<file path="config.mk">
export PLATFORM = sky130hd
export DESIGN_NAME = pixel_repacker
export DESIGN_NICKNAME = d
export VERILOG_FILES = /design/src/rtl/repack_pkg.sv /design/src/rtl/repack_ctrl.sv /design/src/rtl/repack_ring.sv /design/src/rtl/pixel_repacker.sv
export SDC_FILE = /design/constraint.sdc
export NUM_CORES = 1
export LEC_CHECK = 0
export ABC_AREA = 1
export BUFFER_PORTS_ARGS = -buffer_cell sky130_fd_sc_hd__clkbuf_2
export CAP_MARGIN = 20
export CORE_MARGIN = 2
export CORE_UTILIZATION = 35
export CTS_CLUSTER_SIZE = 12
export DETAILED_ROUTE_END_ITERATION = 10
export HOLD_SLACK_MARGIN = 0.06
export PLACE_DENSITY = 0.56
export SLEW_MARGIN = 20
export SYNTH_ARGS = -nofsm -noshare
export SYNTH_HDL_FRONTEND = slang
export SYNTH_SLANG_ARGS = --single-unit
</file>
<file path="constraint.sdc">
create_clock -name clk -period 3.14 [get_ports clk]
set_input_delay 0.314 -clock clk [delete_from_list [all_inputs] [get_ports clk]]
set_output_delay 0.314 -clock clk [all_outputs]
set_load 0.01 [all_outputs]
</file>
<file path="src/rtl/repack_pkg.sv">
package repack_pkg;
    localparam int PIX_BYTES = 3;

    function automatic int gcd_of(input int a, input int b);
        int x;
        int y;
        int t;
        x = a;
        y = b;
        while (y != 0) begin
            t = x % y;
            x = y;
            y = t;
        end
        return x;
    endfunction

    function automatic int ring_size(input int word_bytes);
        return (word_bytes * PIX_BYTES) / gcd_of(word_bytes, PIX_BYTES);
    endfunction
endpackage

</file>
<file path="src/rtl/repack_ctrl.sv">
module repack_ctrl
    import repack_pkg::*;
#(
    parameter int WORD_BYTES = 4,
    parameter int RING       = 12,
    parameter int PW         = 4,
    parameter int CW         = 4
) (
    input  logic          clk,
    input  logic          rst_n,
    input  logic          frame_clr,
    input  logic          in_valid,
    input  logic          pix_req,
    output logic          in_ready,
    output logic          wr_en,
    output logic          rd_en,
    output logic          starve,
    output logic [PW-1:0] wr_ptr,
    output logic [PW-1:0] rd_ptr
);
    localparam logic [CW-1:0] FILL_LIMIT = CW'(RING - WORD_BYTES);
    localparam logic [CW-1:0] WORD_CNT   = CW'(WORD_BYTES);
    localparam logic [CW-1:0] PIX_CNT    = CW'(PIX_BYTES);
    localparam logic [CW-1:0] RING_CNT   = CW'(RING);
    localparam logic [PW-1:0] LAST_WR    = PW'(RING - WORD_BYTES);
    localparam logic [PW-1:0] LAST_RD    = PW'(RING - PIX_BYTES);

    typedef struct packed {
        logic [PW-1:0] wr;
        logic [PW-1:0] rd;
        logic [CW-1:0] cnt;
    } ctrl_t;

    ctrl_t st_d, st_q;

    always_comb begin
        in_ready = !frame_clr && (st_q.cnt <= FILL_LIMIT);
        wr_en    = in_valid && in_ready;
        rd_en    = !frame_clr && pix_req && (st_q.cnt >= PIX_CNT);
        starve   = !frame_clr && pix_req && (st_q.cnt < PIX_CNT);
        st_d     = st_q;
        if (frame_clr) begin
            st_d = '0;
        end else begin
            if (wr_en) begin
                st_d.wr = (st_q.wr == LAST_WR) ? '0 : st_q.wr + PW'(WORD_BYTES);
            end
            if (rd_en) begin
                st_d.rd = (st_q.rd == LAST_RD) ? '0 : st_q.rd + PW'(PIX_BYTES);
            end
            st_d.cnt = st_q.cnt + (wr_en ? WORD_CNT : '0) - (rd_en ? PIX_CNT : '0);
        end
    end

    always_ff @(posedge clk or negedge rst_n) begin
        if (!rst_n) begin
            st_q <= '0;
        end else begin
            st_q <= st_d;
        end
    end

    assign wr_ptr = st_q.wr;
    assign rd_ptr = st_q.rd;

    p_no_overflow_r3: assert property (@(posedge clk) disable iff (!rst_n)
        st_q.cnt <= RING_CNT);
    p_ready_room_r2: assert property (@(posedge clk) disable iff (!rst_n)
        in_ready |-> (st_q.cnt + WORD_CNT <= RING_CNT));
    p_clear_empty_r8: assert property (@(posedge clk) disable iff (!rst_n)
        frame_clr |=> (st_q.cnt == '0 && st_q.wr == '0 && st_q.rd == '0));
    p_rd_aligned_r5: assert property (@(posedge clk) disable iff (!rst_n)
        (st_q.rd % PW'(PIX_BYTES)) == '0);
endmodule

</file>
<file path="src/rtl/repack_ring.sv">
module repack_ring
    import repack_pkg::*;
#(
    parameter int WORD_BYTES = 4,
    parameter int RING       = 12,
    parameter int PW         = 4
) (
    input  logic                    clk,
    input  logic                    rst_n,
    input  logic                    wr_en,
    input  logic [PW-1:0]           wr_ptr,
    input  logic [8*WORD_BYTES-1:0] wr_word,
    input  logic [PW-1:0]           rd_ptr,
    output logic [8*PIX_BYTES-1:0]  rd_bytes
);
    logic [7:0] mem_d [RING];
    logic [7:0] mem_q [RING];

    always_comb begin
        mem_d = mem_q;
        if (wr_en) begin
            for (int i = 0; i < WORD_BYTES; i++) begin
                mem_d[wr_ptr + PW'(i)] = wr_word[8*i +: 8];
            end
        end
    end

    always_ff @(posedge clk or negedge rst_n) begin
        if (!rst_n) begin
            for (int i = 0; i < RING; i++) begin
                mem_q[i] <= '0;
            end
        end else begin
            mem_q <= mem_d;
        end
    end

    // earliest byte lands in the most significant lane
    for (genvar k = 0; k < PIX_BYTES; k++) begin : g_lane
        logic [PW-1:0] addr;
        assign addr = rd_ptr + PW'(k);
        assign rd_bytes[8*(PIX_BYTES-1-k) +: 8] = mem_q[addr];
    end

    p_wr_aligned_r4: assert property (@(posedge clk) disable iff (!rst_n)
        wr_en |-> ((wr_ptr % PW'(WORD_BYTES)) == '0));
endmodule

</file>
<file path="src/rtl/pixel_repacker.sv">
module pixel_repacker
    import repack_pkg::*;
#(
    parameter int WORD_BYTES = 4
) (
    input  logic                    clk,
    input  logic                    rst_n,
    input  logic                    frame_clr,
    input  logic [8*WORD_BYTES-1:0] in_data,
    input  logic                    in_valid,
    output logic                    in_ready,
    input  logic                    pix_req,
    output logic [23:0]             pix_rgb,
    output logic                    underrun
);
    localparam int RING = ring_size(WORD_BYTES);
    localparam int PW   = $clog2(RING);
    localparam int CW   = $clog2(RING + 1);

    typedef struct packed {
        logic [23:0] rgb;
        logic        under;
    } out_t;

    logic          wr_en, rd_en, starve;
    logic [PW-1:0] wr_ptr, rd_ptr;
    logic [23:0]   rd_bytes;
    out_t          out_d, out_q;

    repack_ctrl #(
        .WORD_BYTES(WORD_BYTES), .RING(RING), .PW(PW), .CW(CW)
    ) i_ctrl (
        .clk(clk), .rst_n(rst_n), .frame_clr(frame_clr),
        .in_valid(in_valid), .pix_req(pix_req), .in_ready(in_ready),
        .wr_en(wr_en), .rd_en(rd_en), .starve(starve),
        .wr_ptr(wr_ptr), .rd_ptr(rd_ptr)
    );

    repack_ring #(
        .WORD_BYTES(WORD_BYTES), .RING(RING), .PW(PW)
    ) i_ring (
        .clk(clk), .rst_n(rst_n), .wr_en(wr_en), .wr_ptr(wr_ptr),
        .wr_word(in_data), .rd_ptr(rd_ptr), .rd_bytes(rd_bytes)
    );

    always_comb begin
        out_d       = out_q;
        out_d.under = 1'b0;
        if (frame_clr) begin
            out_d = '0;
        end else if (rd_en) begin
            out_d.rgb = rd_bytes;
        end else if (starve) begin
            out_d.rgb   = '0;
            out_d.under = 1'b1;
        end
    end

    always_ff @(posedge clk or negedge rst_n) begin
        if (!rst_n) begin
            out_q <= '0;
        end else begin
            out_q <= out_d;
        end
    end

    assign pix_rgb  = out_q.rgb;
    assign underrun = out_q.under;

    p_underrun_black_r7: assert property (@(posedge clk) disable iff (!rst_n)
        underrun |-> (pix_rgb == '0));
    p_underrun_cause_r7: assert property (@(posedge clk) disable iff (!rst_n)
        (pix_req && !frame_clr && !$rose(underrun) && !starve) |=> !underrun);
    p_clear_quiet_r8: assert property (@(posedge clk) disable iff (!rst_n)
        frame_clr |=> (!underrun && pix_rgb == '0));
    p_hold_idle_r6: assert property (@(posedge clk) disable iff (!rst_n)
        (!pix_req && !frame_clr) |=> $stable(pix_rgb));
endmodule

</file>
* Yosys cells after proc, flatten, opt, wreduce, memory -nomap -nowiden
Index checks and enable logic that the tools add are counted.
** Word-level totals
- Flip-flop bits (word level) :: 133
- Logic and storage cells :: 94
- Output and inout port bits :: 26
- Input port bits :: 37
** Operators by class
- Magnitude comparators :: 14
- Muxes and demuxes :: 32
- Bitwise logic cells :: 7
- Equal/unequal tests :: 2
- Reductions and logical operators :: 13
- Add/sub/neg operators :: 9
** Operators by type and width (count)
- bitwise mux 96 bit :: 4
- demux 8 bit (select 4 bit) :: 4
- binary-select mux 8 bit (select 4 bit) :: 3
- two-way mux 8 bit :: 10
- two-way mux 25 bit :: 2
- >= comparator 5 bit (second input constant) :: 7
- inverter 4 -> 5 bit :: 7
- two-way mux 24 bit :: 1
- < comparator 5 x 1 -> 1 bit (second input constant) :: 4
- adder 4 x 2 -> 4 bit (second input constant) :: 4
- two-way mux 4 bit :: 4
- two-way mux 12 bit :: 1
- logical AND 1 bit :: 9
- adder 4 x 1 -> 4 bit (second input constant) :: 2
- == test 4 bit (second input constant) :: 2
- adder 4 x 3 -> 4 bit (second input constant) :: 1
- adder 4 bit :: 1
- >= comparator 4 x 2 -> 1 bit (second input constant) :: 1
- less-or-equal comparator 4 bit (second input constant) :: 1
- < comparator 4 x 2 -> 1 bit (second input constant) :: 1
- nonzero test 2 bit :: 2
- subtractor 4 bit :: 1
- two-way mux 3 bit :: 1
- nonzero test 3 bit :: 1
- 3 further kinds :: 3

* Depth between registers and ports, before layout
- Depth after elaboration :: 9
- Gate-level depth with buffers :: 14
- Mapped depth without buffers :: 10

* Hierarchy
A second synthesis with hierarchy kept.
** Second synthesis, totals
- Cells, all modules :: 1827
- Area total of the unflattened synthesis :: 10815.4 um^2
** By module, submodules not included
- repack_ring :: cells an instance 1634, area each 9136.3 um^2, seq. area each 2402.3 um^2, instances 1
- pixel_repacker :: cells an instance 108, area each 1002.2 um^2, seq. area each 625.6 um^2, instances 1
- repack_ctrl :: cells an instance 85, area each 676.9 um^2, seq. area each 250.2 um^2, instances 1

* Worst setup path before layout
OpenSTA, ideal clock, no wires.
- Kind :: register to register
- From :: reg i_ctrl.st_q (netlist bit i_ctrl.rd_ptr[1])
- To :: reg out_q (netlist bit pix_rgb[15])
- Setup time :: 0.066 ns
- Required time :: 3.074 ns
- Period minus slack after synthesis :: 2.178 ns
- Arrival :: 2.112 ns
- Cell stages (with the launch flop) :: 14
- Setup slack :: 0.962 ns
- Path buffers :: 4
- Cells stage by stage :: dfrtp_1 -> buf_2 -> clkinv_1 -> clkbuf_1 -> ha_1 -> buf_2 -> clkinv_1 -> clkbuf_1 -> nand3_1 -> nand3_1 -> nand3_1 -> nand2_1 -> nand2_1 -> nand2_1
** On the way
- Cells in the longest elaborated chain, start to end :: 7
** Ends and longest elaborated chain
- start: declaration :: line repack_ctrl.sv:34 : ctrl_t st_d, st_q;
- start signal: assignment :: line repack_ctrl.sv:59 : st_q <= st_d;
- adder 4 x 1 -> 4 bit :: line repack_ring.sv:41 : assign addr = rd_ptr + PW'(k);
- inverter 4 -> 5 bit (not written as such) :: line repack_ring.sv:42 : assign rd_bytes[8*(PIX_BYTES-1-k) +: 8] = mem_q[addr];
- binary-select mux 8 bit (select 4 bit) :: line repack_ring.sv:42
- two-way mux 8 bit (not written as such) (2 in series) :: line repack_ring.sv:42
- two-way mux 24 bit :: line pixel_repacker.sv:51 : end else if (rd_en) begin
- two-way mux 25 bit :: line pixel_repacker.sv:49 : if (frame_clr) begin
- end signal: assignment :: line pixel_repacker.sv:63 : out_q <= out_d;
- end: declaration :: line pixel_repacker.sv:28 : out_t out_d, out_q;
Every way passes these cells. The select of a mux whose other input is x is not followed.
A chain may end at the register's enable or synchronous reset.

* Final worst setup path
- From :: reg i_ctrl.st_q (netlist bit i_ctrl.rd_ptr[1])
- To :: reg out_q (netlist bit pix_rgb[5])
** On the way
- Cells in the longest elaborated chain, start to end :: 7
** Ends and longest elaborated chain (line)
- adder 4 x 2 -> 4 bit :: repack_ring.sv:41
- inverter 4 -> 5 bit (not written as such) :: repack_ring.sv:42
- binary-select mux 8 bit (select 4 bit) :: repack_ring.sv:42
- two-way mux 8 bit (not written as such) (2 in series) :: repack_ring.sv:42
- two-way mux 24 bit :: pixel_repacker.sv:51
- two-way mux 25 bit :: pixel_repacker.sv:49
Every way passes these cells. The select of a mux whose other input is x is not followed.

==> metrics.csv <==
stage,metric,value,unit
power,share_clk_of_total_power,23.3,%
clock_network,post-cts-setup-buffer-count,0,
route,finalWirelength,25700,um
power,internal_power_component,4.82,mW
sta,finalHoldViolations,0,
clock_network,root_buffer,sky130_fd_sc_hd__clkbuf_16,
critical_path,worst_setup_path_end_kind,flip-flop,
placed_design,dp_cells,1388,
global_route,maximum_number_of_pins_on_one_net_before_global_route_repair,110,
route,route.antenna.remaining_nets,0,
clock_network,clock_pin_slew_on_the_worst_setup_and_hold_paths,60,ps
critical_path,critical_path_class,flip-flop to flip-flop,
synth,synth.cell_area,0.00759,mm^2
floorplan,io-pin-count,63,
cells_and_area,finish.cell_count_without_fillers,1421,
global_route,number_of_global_route_vias_before_repair,6895,
clock_network,cts_max_path_bufs,2,
power,power.density_cell_area,991,mW/mm^2
sta,setup_total_negative_slack,0,ps
power,power.leakage,4.39,nW
route,via_count,7364,
floorplan,die_width,151,um
clock_network,clk_latency_worst_skew_pair,430,ps
sta,max_clock_freq,0.374,GHz
power,power_switching_share,44.1,%
critical_path,timing.critical_path.fanout_max,14,
run_status,result_of_the_run,"complete, no violations",
cells_and_area,antenna-diode-count,0,
power,seqPwrFrac,33.5,%
route,final_routed_wire_length_divided_by_cell_count,18.1,um
sta,worstMarginPinSlew,883,ps
sta,unrepaired_setup_endpoints_after_global_routing,false,
cells_and_area,fin_nets,1180,
synth,post_synth.cell_area_avg,6.93,um^2
sta,slew_viol_final,0,
route,route.layer.met1.wl,12000,um
placed_design,routabilityCongestion,0.930,
synth,postSynthRegisterBits,131,
placed_design,port-buffer-count,62,
global_route,antenna_found_initial,0,
sta,setup_violations,0,
synth,synth_common_cells,"sky130_fd_sc_hd__nand2_1 (428), sky130_fd_sc_hd__nand3_1 (170), sky130_fd_sc_hd__dfrtp_1 (131)",
floorplan,core_area,0.0212,mm^2
route,count_of_tritonroute_iterations_in_the_first_routing_pass,7,
clock_network,cts_made_buffers,17,
synth,postSynthCellCount,1095,
job,drv_cap,0,
clock_network,cts_tree,done,
synth,synth_most_common_cell,sky130_fd_sc_hd__nand2_1,
route,wl_met3,1990,um
sta,period_share,85.2,%
cells_and_area,layout-area-overhead-vs-synth,14.7,%
critical_path,crit_arrival,3040,ps
placed_design,detailed_place_hpwl,18300,um
synth,async_flop_share,100,%
floorplan,start_util,35.9,%
critical_path,worst_ep_required_time,3500,ps
global_route,grt_pass1_wl,40500,um
floorplan,fp-row-count,53,
route,route.detailed.drc,0,
clock_network,post_cts_hold_buffer_count,1,
global_route,gr-usage-all-layers,23.7,%
clock_network,htree_num_levels,4,
route,first_iter_violations,860,
synth,dominantRegCellSynth,sky130_fd_sc_hd__dfrtp_1,
route,highest-signal-layer,met4,
sta,final_period_minus_worst_setup_slack,2680,ps
sta,relative_max_transition_margin,40.7,%
synth,ys_warn_count,0,
synth,netlist.top_cell.by_area,sky130_fd_sc_hd__dfrtp_1,
synth,synthDistinctLibCells,27,
synth,synth_seq_area_share,43.2,%
synth,synth_edf_count,0,
sta,finalClockSkew,11.2,ps
synth,synth_top_area_share,43.2,%
route,wl_met2,11100,um
power,worst_ir_drop_vdd,0.326,mV
global_route,gr-total-overflow,0,
clock_network,cts_num_sinks,131,
clock_network,cts_repair_resize_count,0,
route,route.detailed.vias_per_inst,5.18,
floorplan,dieHeight,151,um
synth,mappedNetlistNets,1142,
critical_path,critical_path.startpoint_type,flip-flop,
floorplan,die_area,0.0229,mm^2
synth,synthTopCellsByArea,"sky130_fd_sc_hd__dfrtp_1 (43%), sky130_fd_sc_hd__nand2_1 (21%), sky130_fd_sc_hd__nand3_1 (11%)",
worst_hold_path,timing.hold.worst.class,input pin to flip-flop,
cells_and_area,layout-drive-gt1-share,11.0,%
power,net_switching_power,3.80,mW
power,power.combinational.fraction,43.2,%
critical path, cell delays in order (launching register included):
cell and delay, ps:
sky130_fd_sc_hd__dfrtp_1 560, sky130_fd_sc_hd__clkinv_1 250, sky130_fd_sc_hd__ha_1 360, sky130_fd_sc_hd__clkinv_1 500
sky130_fd_sc_hd__nor2_2 550, sky130_fd_sc_hd__nand3_1 120, sky130_fd_sc_hd__nand2_1 150, sky130_fd_sc_hd__nand2_1 70
sky130_fd_sc_hd__nand2_1 70
per-stage QoR:
stage	util [%]	power [mW]	hold slack, ps	area (um^2)	setup WS, ps
finish	41.1	8.62	128	8700	463
global route	41.1	9.31	147	8700	316
CTS	41.1	8.59	116	8700	541
detailed placement	38.3	6.55	403	8110	568
global placement	38.3	6.55	412	8110	579
floorplan	-	5.30	18.4	7590	962
per-layer routing:
layer	up-vias	track usage [%]
met5	-	0
met4	0	7.99
met3	36	4.85
met2	335	34.1
met1	3427	35.2
li1	3566	-
worst paths after layout:
check | startpoint | end | slack [ps] | depth (start not counted)
setup / recovery | i_ctrl.rd_ptr[1] | pix_rgb[5] | 460 | 8
hold / removal | in_data[24] | i_ring.mem_q[0] | 130 | 3
setup reg to reg | i_ctrl.rd_ptr[1] | pix_rgb[5] | 460 | 8
hold reg to reg | pix_rgb[23] | pix_rgb[23] | 480 | 2
max in group asynchronous | rst_n | i_ring.mem_q[8] | 1860 | 3
min in group asynchronous | rst_n | i_ring.mem_q[71] | 490 | 2
flip-flops by register name, indices dropped and copies added (netlist names):
register,count
i_ctrl.st_q,4
pix_rgb,24
i_ctrl.wr_ptr,2
underrun,1
i_ring.mem_q,96
i_ctrl.rd_ptr,4
layout make-up:
cell class / instances / area (um^2)
tap: 275 / 344
clock buffer: 19 / 453
inverter: 105 / 394
timing repair buffer: 83 / 514
fill: 2250 / 12500
clock inverter: 13 / 133
multi-input combinational: 795 / 3590
sequential: 131 / 3280
cells by family after synthesis:
group	synth area share (%)
compound gates	10.5
xor+xnor	0.792
fa+ha+maj	1.75
buf+inv	9.63
flops	43.2
simple gates	34.1
placed cells by master (no fill, tap or decap), drive strengths merged, types with 2 or more instances in the layout:
| cell | instances |
|---|---|
| buf | 21 |
| bufinv | 2 |
| xor2 | 3 |
| o22ai | 2 |
| nor2 | 22 |
| nand2 | 429 |
| nand3 | 170 |
| clkinvlp | 4 |
| dfrtp | 131 |
| xnor2 | 3 |
| o21ai | 141 |
| clkinv | 9 |
| clkbuf | 80 |
| ha | 9 |
| inv | 103 |
| a21oi | 13 |
| nand4 | 2 |
power by group through the flow:
stage | clock network, mW | logic (mW) | registers (mW)
final | 2.01 | 3.72 | 2.89
after global routing | 2.11 | 4.22 | 2.99
after CTS | 2.04 | 3.67 | 2.88
after detailed placement | 0 | 3.66 | 2.89
after global placement | 0 | 3.65 | 2.89
after floorplan | 0 | 2.54 | 2.76
Power figures use the tool's default switching activity.
